File: config.mk
export PLATFORM = sky130hd
export DESIGN_NAME = alu8_core
export DESIGN_NICKNAME = d
export VERILOG_FILES = /design/src/rtl/alu8_pkg.sv /design/src/rtl/alu8_addsub.sv /design/src/rtl/alu8_logic.sv /design/src/rtl/alu8_flagpack.sv /design/src/rtl/alu8_core.sv
export SDC_FILE = /design/constraint.sdc
export NUM_CORES = 1
export LEC_CHECK = 0
export ABC_AREA = 1
export CORE_MARGIN = 3
export CORE_UTILIZATION = 47
export DETAILED_ROUTE_END_ITERATION = 16
export PLACE_DENSITY = 0.9
export SLEW_MARGIN = 0
export SYNTH_ARGS = -nofsm -noshare
export SYNTH_HDL_FRONTEND = slang
export SYNTH_SLANG_ARGS = --single-unit
File: constraint.sdc
create_clock -name vclk -period 9.6
set_input_delay 2.4 -clock vclk [all_inputs]
set_output_delay 2.4 -clock vclk [all_outputs]
set_load 0.005 [all_outputs]
File: src/rtl/alu8_pkg.sv
package alu8_pkg;
   localparam logic [3:0] OP_ADD = 4'd0;
   localparam logic [3:0] OP_ADC = 4'd1;
   localparam logic [3:0] OP_SUB = 4'd2;
   localparam logic [3:0] OP_SBC = 4'd3;
   localparam logic [3:0] OP_AND = 4'd4;
   localparam logic [3:0] OP_OR  = 4'd5;
   localparam logic [3:0] OP_XOR = 4'd6;
   localparam logic [3:0] OP_CMP = 4'd7;
   localparam logic [3:0] OP_INC = 4'd8;
   localparam logic [3:0] OP_DEC = 4'd9;

   localparam int FLAG_W = 4;

   typedef struct packed {
      logic z;
      logic n;
      logic h;
      logic c;
   } flags_t;

   typedef enum logic [1:0] {
      LG_AND = 2'd0,
      LG_OR  = 2'd1,
      LG_XOR = 2'd2
   } logic_sel_e;
endpackage

File: src/rtl/alu8_addsub.sv
module alu8_addsub #(
   parameter int WIDTH  = 8,
   parameter int NIB    = 4,
   parameter bit RIPPLE = 1'b0
) (
   input  logic [WIDTH-1:0] a_i,
   input  logic [WIDTH-1:0] b_i,
   input  logic             cin_i,
   input  logic             sub_i,
   output logic [WIDTH-1:0] sum_o,
   output logic             carry_o,
   output logic             half_o
);
   localparam int W1 = WIDTH + 1;
   localparam int N1 = NIB + 1;

   if (NIB >= WIDTH || NIB < 1) begin : g_bad_cfg
      $error("alu8_addsub: NIB must lie between 1 and WIDTH-1");
   end

   logic [WIDTH-1:0] b_eff;
   logic             c0;
   logic             cy_top;
   logic             cy_nib;

   assign b_eff = sub_i ? ~b_i : b_i;
   assign c0    = sub_i ? ~cin_i : cin_i;

   if (RIPPLE) begin : g_ripple
      logic [WIDTH:0] cy;
      assign cy[0] = c0;
      for (genvar i = 0; i < WIDTH; i++) begin : g_bit
         assign sum_o[i] = a_i[i] ^ b_eff[i] ^ cy[i];
         assign cy[i+1]  = (a_i[i] & b_eff[i]) | (cy[i] & (a_i[i] ^ b_eff[i]));
      end
      assign cy_top = cy[WIDTH];
      assign cy_nib = cy[NIB];
   end else begin : g_behav
      logic [WIDTH:0] full;
      logic [NIB:0]   nib;
      assign full   = {1'b0, a_i} + {1'b0, b_eff} + W1'(c0);
      assign nib    = {1'b0, a_i[NIB-1:0]} + {1'b0, b_eff[NIB-1:0]} + N1'(c0);
      assign sum_o  = full[WIDTH-1:0];
      assign cy_top = full[WIDTH];
      assign cy_nib = nib[NIB];
   end

   // In subtract mode a missing carry out means a borrow happened.
   assign carry_o = sub_i ? ~cy_top : cy_top;
   assign half_o  = sub_i ? ~cy_nib : cy_nib;
endmodule

File: src/rtl/alu8_logic.sv
module alu8_logic
   import alu8_pkg::*;
#(
   parameter int WIDTH = 8
) (
   input  logic [WIDTH-1:0] a_i,
   input  logic [WIDTH-1:0] b_i,
   input  logic_sel_e       sel_i,
   output logic [WIDTH-1:0] y_o
);
   always_comb begin
      unique case (sel_i)
         LG_AND:  y_o = a_i & b_i;
         LG_OR:   y_o = a_i | b_i;
         LG_XOR:  y_o = a_i ^ b_i;
         default: y_o = '0;
      endcase
   end
endmodule

File: src/rtl/alu8_flagpack.sv
module alu8_flagpack #(
   parameter int BYTE_W = 8,
   parameter int FW     = 4
) (
   input  logic [FW-1:0]     flags_i,
   output logic [BYTE_W-1:0] byte_o,
   input  logic [BYTE_W-1:0] byte_i,
   output logic [FW-1:0]     flags_o
);
   localparam int PAD_W = BYTE_W - FW;

   if (PAD_W < 1) begin : g_bad_cfg
      $error("alu8_flagpack: byte must be wider than the flag set");
   end

   assign byte_o  = {flags_i, {PAD_W{1'b0}}};
   assign flags_o = byte_i[BYTE_W-1 -: FW];
endmodule

File: src/rtl/alu8_core.sv
module alu8_core
   import alu8_pkg::*;
#(
   parameter int WIDTH  = 8,
   parameter bit RIPPLE = 1'b0
) (
   input  logic [3:0]       op_i,
   input  logic [WIDTH-1:0] acc_i,
   input  logic [WIDTH-1:0] opb_i,
   input  logic             carry_i,
   output logic [WIDTH-1:0] result_o,
   output logic             result_we_o,
   output logic [3:0]       flags_o,
   output logic [3:0]       flag_we_o,
   input  logic [3:0]       fpack_i,
   output logic [7:0]       fpack_byte_o,
   input  logic [7:0]       funpack_byte_i,
   output logic [3:0]       funpack_o
);
   localparam int NIB     = 4;
   localparam int STACK_W = 8;

   if (WIDTH < NIB + 1) begin : g_bad_cfg
      $error("alu8_core: WIDTH too small for a half-carry nibble");
   end

   logic [WIDTH-1:0] as_b;
   logic             as_cin;
   logic             as_sub;
   logic [WIDTH-1:0] as_sum;
   logic             as_carry;
   logic             as_half;
   logic             is_arith;
   logic             is_incdec;
   logic             is_logic;
   logic_sel_e       lg_sel;
   logic [WIDTH-1:0] lg_y;
   logic [WIDTH-1:0] res;
   flags_t           fl;

   always_comb begin
      as_b      = opb_i;
      as_cin    = 1'b0;
      as_sub    = 1'b0;
      is_arith  = 1'b0;
      is_incdec = 1'b0;
      is_logic  = 1'b0;
      lg_sel    = LG_AND;
      case (op_i)
         OP_ADD: is_arith = 1'b1;
         OP_ADC: begin is_arith = 1'b1; as_cin = carry_i; end
         OP_SUB, OP_CMP: begin is_arith = 1'b1; as_sub = 1'b1; end
         OP_SBC: begin is_arith = 1'b1; as_sub = 1'b1; as_cin = carry_i; end
         OP_INC: begin
            is_arith = 1'b1; is_incdec = 1'b1; as_b = '0; as_cin = 1'b1;
         end
         OP_DEC: begin
            is_arith = 1'b1; is_incdec = 1'b1; as_b = '0; as_cin = 1'b1;
            as_sub = 1'b1;
         end
         OP_AND: begin is_logic = 1'b1; lg_sel = LG_AND; end
         OP_OR:  begin is_logic = 1'b1; lg_sel = LG_OR;  end
         OP_XOR: begin is_logic = 1'b1; lg_sel = LG_XOR; end
         default: ;
      endcase
   end

   alu8_addsub #(.WIDTH(WIDTH), .NIB(NIB), .RIPPLE(RIPPLE)) u_addsub (
      .a_i     (acc_i),
      .b_i     (as_b),
      .cin_i   (as_cin),
      .sub_i   (as_sub),
      .sum_o   (as_sum),
      .carry_o (as_carry),
      .half_o  (as_half)
   );

   alu8_logic #(.WIDTH(WIDTH)) u_logic (
      .a_i   (acc_i),
      .b_i   (opb_i),
      .sel_i (lg_sel),
      .y_o   (lg_y)
   );

   always_comb begin
      res = '0;
      if (is_arith)      res = as_sum;
      else if (is_logic) res = lg_y;

      fl = '0;
      if (is_arith || is_logic) begin
         fl.z = (res == '0);
         fl.n = as_sub;
         fl.h = is_arith ? as_half : (op_i == OP_AND);
         fl.c = (is_arith && !is_incdec) ? as_carry : 1'b0;
      end
   end

   assign result_o    = res;
   assign result_we_o = (is_arith || is_logic) && (op_i != OP_CMP);
   assign flags_o     = fl;
   assign flag_we_o   = is_incdec ? 4'b1110 :
                        (is_arith || is_logic) ? 4'b1111 : 4'b0000;

   alu8_flagpack #(.BYTE_W(STACK_W), .FW(FLAG_W)) u_flagpack (
      .flags_i (fpack_i),
      .byte_o  (fpack_byte_o),
      .byte_i  (funpack_byte_i),
      .flags_o (funpack_o)
   );
endmodule

* Word level (Yosys, flattened, before mapping)
Cells that the tools add are included.
** Storage, ports and cells
- Flip-flop bits (word level) :: 0
- Bits in latches :: 0
- Memory bits (writable) :: 0
- ROM bits :: 0
- Input bits :: 33
- Output and inout port bits :: 29
- Word-level logic and storage cells :: 54
- Memories kept :: 0
** Operators by class
- $add $sub $neg :: 4
- $mul :: 0
- Div/mod/pow operators :: 0
- Magnitude comparators :: 0
- Eq/ne operators :: 12
- Shift operators :: 0
- Muxes and demuxes :: 19
- Bitwise gates (word level) :: 7
- Reduce and logical (&&, ||, !) cells :: 12
** Operators by type and width (number)
- $mux W8 :: 4
- $pmux W8 S3 :: 1
- $eq A4 B3 Y1 const B :: 4
- $mux W4 :: 3
- $add A8 B8 Y9 :: 1
- $add A9 B1 Y9 :: 1
- $mux W1 :: 9
- $and A8 B8 Y8 :: 1
- $eq A4 B2 Y1 const B :: 2
- $eq A4 B4 Y1 const B :: 2
- $logic_not A8 Y1 :: 1
- $not A8 Y8 :: 1
- $or A8 B8 Y8 :: 1
- $xor A8 B8 Y8 :: 1
- $reduce_or A7 Y1 :: 1
- $add A4 B4 Y5 :: 1
- $add A5 B1 Y5 :: 1
- $eq A4 B1 Y1 const B :: 1
- $logic_not A4 Y1 :: 1
- $ne A4 B3 Y1 const B :: 1
- $pmux W2 S2 :: 1
- $reduce_or A2 Y1 :: 2
- $reduce_or A4 Y1 :: 1
- $not A1 Y1 :: 3
- 8 further kinds :: 9

* Logic depth before layout (Yosys ltp)
Gate-level depths: netlist of the first run.
- Depth after elaboration :: 11
- Depth in mapped cells :: 19

* By module
From an unflattened synthesis of the first run, not the netlist that was laid out.
** Second synthesis, totals
- Cell total of the unflattened synthesis :: 245
- Area, all modules :: 1497.7 um2
** Modules (own cells, without submodules)
- alu8_logic :: instances 1, cells an instance 69, area each 520.5 um2, sequential area each 0.0 um2
- alu8_addsub :: instances 1, cells an instance 81, area each 491.7 um2, sequential area each 0.0 um2
- alu8_core :: instances 1, cells an instance 82, area each 391.6 um2, sequential area each 0.0 um2
- alu8_flagpack :: instances 1, cells an instance 13, area each 93.8 um2, sequential area each 0.0 um2

* Worst setup path before layout of the first run
OpenSTA, ideal clock, no wires.
- Kind :: input to output
- From :: in op_i[1]
- To :: out flags_o[3]
- Arrival time :: 4577 ps
- Setup slack :: 2623 ps
- Cell stages on the path :: 14
- Path buffers :: 1
- Path through :: inv_1 -> nand2_1 -> o22ai_2 -> buf_4 -> xnor2_1 -> fa_1 -> fa_1 -> xnor2_1 -> nor2_1 -> a21oi_1 -> nand2_1 -> nor2_1 -> nand2_1 -> nor2_1
** Between the ends
- Longest elaborated chain between the ends :: 10
- Elaborated cells on any way between the ends :: 36
- Those cells by class :: add/sub: 2; eq/ne: 11; mux: 12; bitwise: 2; reduce/logical: 9
** RTL lines
- start: declaration :: line alu8_core.sv:7 : input logic [3:0] op_i,
- $eq A4 B4 Y1 :: line alu8_core.sv:49 : case (op_i)
- $reduce_or A2 Y1 (no line)
- $mux W8 :: line alu8_core.sv:49
- $not A8 Y8 :: line alu8_addsub.sv:26 : assign b_eff = sub_i ? ~b_i : b_i;
- $mux W8 :: line alu8_addsub.sv:26
- $add A8 B8 Y9 :: line alu8_addsub.sv:41 : assign full = {1'b0, a_i} + {1'b0, b_eff} + W1'(c0);
- $add A9 B1 Y9 :: line alu8_addsub.sv:41
- $mux W8 :: line alu8_core.sv:87 : if (is_arith) res = as_sum;
- $logic_not A8 Y1 :: line alu8_core.sv:92 : fl.z = (res == '0);
- $mux W4 (*) :: line alu8_core.sv:91 : if (is_arith || is_logic) begin
- end: declaration :: line alu8_core.sv:13 : output logic [3:0] flags_o,
Mark *: on every way between the ends. The rest lies on a longest branch, timed or not.

* Worst setup path after layout of the first run
Ends and elaborated chain as after synthesis.

==> results_dict.tcl, run 1 <==
set metrics [dict create \
    synthCells 233 \
    first_iter_violations 72 \
    worstHoldPathType "in2out" \
    vias_per_cell 5.04 \
    synth_xor_area_share_pct 7.31 \
    seq_area_frac_synth_pct 0 \
    period_minus_slack_ns 8.40 \
    drv_slew 0 \
    seqCellArea_sq_um 0 \
    core_sq_mm 0.00257 \
    critical_path.startpoint_type "input port" \
    slew_headroom_pct 48.7 \
    drc 0 \
    worstMarginPinSlew_ns 0.766 \
    antennaDiodeCount 0 \
    setup_viol 0 \
    ant_nets 0 \
    grt_pass1_wl_um 5470 \
    fin_crit_sh_pct 87.5 \
    crit_chain "clkdlybuf4s50_1 > nand2_1 > nand2_1 > nand2_1 > o22ai_2 > xnor2_1 > fa_1 > fa_1 > xnor2_1 > nor2_1 > a21oi_1 > nand2_1 > nor2_1 > nand2_1 > nor2_1 > clkdlybuf4s50_1" \
    grt_start_max_net_pins 10 \
    max_freq_mhz 119 \
    yosys-top-cells-count "nand2_1, inv_1, nand3_1" \
    crit_path_end_kind "output pin" \
    rsz0062_at_grt "no" \
    synth_top_area_share_pct 21.8 \
    critPathArrivalTime_ns 6.00 \
    grt_overflow_total 0 \
    start_util_pct 51.3 \
    cpLargestDelayFamily "buffers and inverters" \
    io_buffers 38 \
    yosys-top-cells-area "ha_1, nand2_1, inv_1" \
    muxShareOfSynthArea_pct 0 \
    peakVddDrop_v 0.0000446 \
    powerDensity_mw_per_mm2 71.4 \
    wl_per_cell_um 11.7 \
    crit_type "in2out" \
    first_global_vias 1301 \
    power.leakage_uw 0.000921 \
    path_max_fanout 6 \
    worstHoldStart "fpack_i[0]" \
    cts_resized 0 \
    cts_setup_buffers 0 \
    rows 18 \
    status "complete, no violations" \
    synth_area_leader_cell "ha_1" \
    synthesis.area_sq_mm 0.00132 \
    slowest_delay_ns 0.57 \
    holdPathStages 0 \
    setup_tns_ns 0 \
    cp-startpoint "op_i[1]" \
    first_pass_iters 4 \
    total_power_uw 117 \
    seq_cells 0 \
    hold_viol 0 \
    dieArea_sq_mm 0.00347 \
    synth_fa_ha_area_share_pct 24.9 \
    multi_input_area_sq_mm 0.00105 \
    die_w_um 58.9 \
    synth-simple-area-share_pct 40.7 \
    place.gp.congestion 0.864 \
    holdPathEnd "fpack_byte_o[4]" \
    path_buf_inv 2 \
    drive_gt1_share_pct 3.08 \
    drv_cap 0 \
    antenna_found_initial 0 \
    nNetsFinal 320 \
    hpwl_um 2750 \
    cts_hold_buf 0 \
    critPathRequiredTime_ns 7.20 \
    n_fill_cell 251 \
    die_h_um 58.9 \
    slowest_stage "clkdlybuf4s50_1" \
    syn_avg_cell_area_sq_um 5.65 \
    num_vias 1463 \
    grt.total_usage_pct 19.4 \
    synth-compound-area-share_pct 5.41 \
    nClkBuffers 0 \
    ios 62 \
    syn_to_final_growth_pct 24.6 \
    critical_path.most_common_cell "nand2_1" \
    wl_um 3380 \
    yosysWarnings 0 \
    synth_most_common_cell "nand2_1" \
    synth_cell_types 21 \
    synth_top_family_by_area "simple AND/OR/NAND/NOR gates" \
]
## kinds of logic after synthesis
| group | count (synthesis) |
|---|---|
| buf+inv | 60 |
| compound gates | 11 |
| simple gates | 125 |
| fa+ha+maj | 25 |
| other cells | 1 |
| xor+xnor | 11 |
## metal layers
layer  vias up  global-route usage, %  wire length, um
met3         4                  0.439              196
met4         0                   5.83               35
met1       650                   26.8             1500
li1        764                      -                -
met2        45                   32.8             1650
met5         -                      0                0
## placed cells by master, fill, tap and decap left out
cell / instances
nor2_2: 3
o21ai_2: 1
clkdlybuf4s50_1: 38
nand3b_1: 4
o21a_1: 1
xnor2_1: 10
conb_1: 4
buf_4: 1
nor2_1: 13
ha_1: 23
nand3_1: 26
nand4_1: 4
inv_1: 44
a21oi_1: 5
fa_1: 2
xor2_1: 1
inv_2: 1
nand2_1: 74
o211ai_1: 1
o22ai_2: 1
or2_2: 1
o21ai_1: 2
## power by group
group | total (uW) | switching [uW] | internal, uW
clock network | 0 | 0 | 0
logic | 117 | 60.9 | 56.3
registers | 0 | 0 | 0
total | 117 | 60.9 | 56.3
## through the flow
step                cells  hold slack [ns]  util (%)  area (sq um)  setup WS [ns]
finish                290             4.80      63.9          1640           1.20
global route          290             4.80      63.9          1640           1.02
CTS                   290             4.80      63.9          1640           1.23
detailed placement    290             4.80      63.9          1640           1.22
global placement      290             4.80      63.9          1640           1.31
floorplan             236             4.83         -          1330           2.62
## area by class of cell
class	instances	share of cell area, %
Timing Repair Buffer	39	23.6
Inverter	45	10.3
Tap cell	30	2.29
Multi-Input combinational cell	176	63.8
## how the worst max path moves through the flow
stage,end,slack (ns),cells after the start
6_report,flags_o[3],1.20,16
5_1_grt,flags_o[3],1.02,16
4_1_cts,flags_o[3],1.23,16
3_5_place_dp,flags_o[3],1.22,16
3_3_place_gp,flags_o[3],1.31,16
2_1_floorplan,flags_o[3],2.62,14
No activity file was read; power rests on OpenSTA's default activity.
==> run 2: changes to the inputs <==
--- a/config.mk
+++ b/config.mk
@@ -6,6 +6,7 @@
 export NUM_CORES = 1
 export LEC_CHECK = 0
 export ABC_AREA = 1
+export CORE_ASPECT_RATIO = 0.7
 export CORE_MARGIN = 3
 export CORE_UTILIZATION = 47
 export DETAILED_ROUTE_END_ITERATION = 16
==> constraint.sdc (replaced) <==
create_clock -name vclk -period 9.6
set_input_delay 2.4 -clock vclk [all_inputs]
set_output_delay 2.4 -clock vclk [all_outputs]
set_load 0.1 [all_outputs]
==> run 2 against run 1 <==
Via count shrank 1.2%. Cell area shrank 1.2%. Setup slack lost 0.037 ns. Sequential cell count is the same. Count of clock-buffer cells in the layout is the same. Total power grew 66%. Sequential share of layout area is the same. Cell count grew 1.4%. Global-route usage is essentially flat. Die area grew 0.29%. Non-clock buffer count is the same. Utilization shrank 0.87 points.
==> results_dict.tcl, run 2 (synthesis gave the netlist of run 1 again) <==
set metrics [dict create \
    drc 0 \
    nNetsFinal 320 \
    slew_headroom_pct 34.8 \
    antennaDiodeCount 0 \
    power.leakage_uw 0.000937 \
    grt_start_max_net_pins 10 \
    period_minus_slack_ns 8.43 \
    ios 62 \
    path_max_fanout 8 \
    mostFrequentLayoutCells "nand2_1, inv_1, clkdlybuf4s50_1, nand3_1, ha_1" \
    setup_viol 0 \
    antenna_found_initial 0 \
    ant_nets 0 \
    place.gp.congestion 0.893 \
    nClkBuffers 0 \
    worstMarginPinSlew_ns 0.975 \
    dieArea_sq_mm 0.00348 \
    cts_resized 0 \
    die_h_um 50.3 \
    drv_cap 0 \
    hold_viol 0 \
    slowest_delay_ns 0.57 \
    crit_path_end_kind "output pin" \
    crit_type "in2out" \
    cts_hold_buf 0 \
    cp-startpoint "op_i[1]" \
    grt_pass1_wl_um 5690 \
    first_pass_iters 4 \
    final_common_cell "nand2_1" \
    drive_gt1_share_pct 6.92 \
    powerDensity_mw_per_mm2 120 \
    first_global_vias 1273 \
    critPathRequiredTime_ns 7.20 \
    grt.total_usage_pct 19.4 \
    io_buffers 38 \
    hpwl_um 2790 \
    seq_cells 0 \
    setup_tns_ns 0 \
    wl_per_cell_um 11.6 \
    drv_slew 0 \
    fin_crit_sh_pct 87.8 \
    place_area_sq_mm 0.00162 \
    max_freq_mhz 119 \
    slowest_stage "clkdlybuf4s50_1" \
    syn_to_final_growth_pct 23.1 \
    design_area_sq_mm 0.00162 \
    wl_um 3420 \
    hold_slack_ns 4.80 \
    critical_path.most_common_cell "nand2_1" \
    vias_per_cell 4.92 \
    rsz0062_at_grt "no" \
    critPathArrivalTime_ns 6.03 \
    crit_chain "clkdlybuf4s50_1 > nand2_1 > nand2_1 > nand2_1 > o22ai_2 > buf_4 > xnor2_1 > fa_1 > fa_1 > xnor2_1 > nor2_1 > a21oi_1 > nand2_1 > nor2_1 > nand2_1 > nor2_1 > buf_4" \
    cts_setup_buffers 0 \
    seqCellArea_sq_um 0 \
    rows 15 \
    grt_overflow_total 0 \
    n_fill_cell 271 \
    first_iter_violations 128 \
    start_util_pct 51.2 \
    multi_input_area_sq_mm 0.00105 \
    worstHoldStart "fpack_i[1]" \
    num_vias 1446 \
    die_w_um 69.3 \
    worstHoldPathType "in2out" \
    critical_path.startpoint_type "input port" \
    core_sq_mm 0.00257 \
    peakVddDrop_v 0.0000921 \
    status "complete, no violations" \
]
==> run 2: power by group <==
part | total (uW) | internal [uW] | switching, uW
clock network | 0 | 0 | 0
logic | 195 | 53.9 | 141
registers | 0 | 0 | 0
==> run 2: final cells by class <==
class	count	area share (%)
well taps	34	2.62
inverters	45	10.4
multi-input cells	176	64.6
repair buffers	39	22.4
==> run 2: through the flow <==
step                      utilization (%)  power (uW)  setup WS (ns)  instances
after floorplan                         -         167          0.303        236
after global placement               63.1         191           1.28        294
after detailed placement             63.1         193           1.23        294
after CTS                            63.1         194           1.20        294
after global routing                 63.1         209          0.919        294
final                                63.1         195           1.17        294
==> run 2: routing by layer <==
layer | vias to the layer above | global-route usage (%) | part of all wire (%)
met2 | 50 | 34.2 | 45
met5 | - | 0 | 0
met1 | 636 | 26.8 | 48
met4 | 0 | 1.62 | 0
met3 | 0 | 1.80 | 7.3
li1 | 760 | - | -
==> run 2: path summary, 6_finish.rpt <==
| kind | endpoint | depth (start not counted) |
|---|---|---|
| worst max-delay path | flags_o[3] | 17 |
| worst min-delay path | fpack_byte_o[5] | 0 |
==> run 2: worst max-delay path: cells and delay by family <==
kind	cells	cell delay [ns]
buf+inv	3	1.14
fa+ha+maj	2	0.90
xor+xnor	2	0.26
compound gates	2	0.57
simple gates	8	0.75
==> run 3: changes to the inputs <==
==> constraint.sdc (replaced) <==
create_clock -name vclk -period 9.6
set_input_delay 1.44 -clock vclk [all_inputs]
set_output_delay 1.44 -clock vclk [all_outputs]
set_load 0.1 [all_outputs]
==> run 3 against run 2 <==
Global-route usage is 0.76 points lower. Largest cell class unchanged. Total power is 0.50% higher. Fmax is 14% higher. Count of clock-buffer cells in the layout stayed put.
==> results_dict.tcl, run 3 (synthesis gave the netlist of run 1 again) <==
set metrics [dict create \
    drv_cap 0 \
    final_common_cell "nand2_1" \
    drv_slew 0 \
    peakVddDrop_v 0.0000705 \
    powerDensity_mw_per_mm2 119 \
    n_fill_cell 238 \
    vias_per_cell 4.91 \
    wl_um 3340 \
    cts_resized 0 \
    rsz0062_at_grt "no" \
    multi_input_area_sq_mm 0.00105 \
    drive_gt1_share_pct 2.70 \
    critical_path.startpoint_type "input port" \
    setup_viol 0 \
    seqPwrFrac_pct 0 \
    antennaDiodeCount 0 \
    p_sw_share_pct 71.3 \
    fin_crit_sh_pct 76.9 \
    hpwl_um 2690 \
    seq_cells 0 \
    num_vias 1438 \
    grt_start_max_net_pins 14 \
    io_buffers 38 \
    first_pass_iters 4 \
    seqCellArea_sq_um 0 \
    nClkBuffers 0 \
    grt_pass1_wl_um 5540 \
    path_max_fanout 13 \
    core_sq_mm 0.00257 \
    crit_type "in2out" \
    hold_slack_ns 2.88 \
    rows 15 \
    worstHoldPathType "in2out" \
    antenna_found_initial 0 \
    first_global_vias 1277 \
    critPathRequiredTime_ns 8.16 \
    grt_overflow_total 0 \
    hold_viol 0 \
    grt.total_usage_pct 18.7 \
    p_clk_share_pct 0 \
    critPathArrivalTime_ns 5.94 \
    die_w_um 69.3 \
    dieArea_sq_mm 0.00348 \
    mostFrequentLayoutCells "nand2_1, inv_1, clkdlybuf4s50_1, nand3_1, ha_1" \
    ant_nets 0 \
    post-route-util_pct 63.7 \
    status "complete, no violations" \
    first_iter_violations 84 \
    worstMarginPinSlew_ns 0.970 \
    start_util_pct 51.2 \
    wl_per_cell_um 11.4 \
    cts_setup_buffers 0 \
    drc 0 \
    max_freq_mhz 136 \
    place.gp.congestion 0.903 \
    slew_headroom_pct 35.1 \
    setup_tns_ns 0 \
    nNetsFinal 319 \
    p_int_uw 56.1 \
    syn_to_final_growth_pct 24.4 \
    die_h_um 50.3 \
    p_sw_uw 140 \
    period_minus_slack_ns 7.38 \
    crit_path_end_kind "output pin" \
    power.leakage_uw 0.000916 \
    p_comb_share_pct 100.0 \
    ios 62 \
    cts_hold_buf 0 \
]
## run 3: path summary, 6_finish.rpt
path | startpoint | depth (start not counted) | slack, ns | endpoint
max | op_i[1] | 16 | 2.22 | flags_o[3]
min | fpack_i[1] | 0 | 2.88 | fpack_byte_o[5]
## run 3: critical path, stage by stage
cell and delay, ns:
clkdlybuf4s50_1 0.58, nand2_1 0.10, nand2_1 0.12, nand2_1 0.10, o22ai_2 0.61, xnor2_1 0.20, fa_1 0.48, fa_1 0.45
xnor2_1 0.16, nor2_1 0.06, a21oi_1 0.16, nand2_1 0.07, nor2_1 0.11, nand2_1 0.06, nor2_1 0.10, clkdlybuf4s50_1 1.14
## run 3: through the flow
step,instances,total power (uW),area (sq um),setup slack [ns]
floorplan,236,167,1330,2.22
global placement,293,193,1640,2.25
detailed placement,293,195,1640,2.23
CTS,293,196,1640,2.21
global route,293,211,1640,1.95
finish,293,196,1640,2.22
## run 3: final cells by class
type | instances | area share (%)
inverters | 45 | 10.3
multi-input cells | 176 | 63.9
well taps | 34 | 2.60
repair buffers | 38 | 23.2
## run 3: layer usage
layer / wire length, um / vias up / share of wire (%) / GRT usage [%]
li1: - / 760 / - / -
met1: 1640 / 626 / 49 / 27.1
met2: 1450 / 52 / 43 / 31.8
met3: 252 / 0 / 7.5 / 1.20
met4: 0 / 0 / 0 / 0.974
met5: 0 / - / 0 / 0
## run 3: power groups by stage
stage                     clock [uW]  sequential [uW]  combinational (uW)
after floorplan                    0                0                 167
after global placement             0                0                 193
after detailed placement           0                0                 195
after CTS                          0                0                 196
after global routing               0                0                 211
final                              0                0                 196
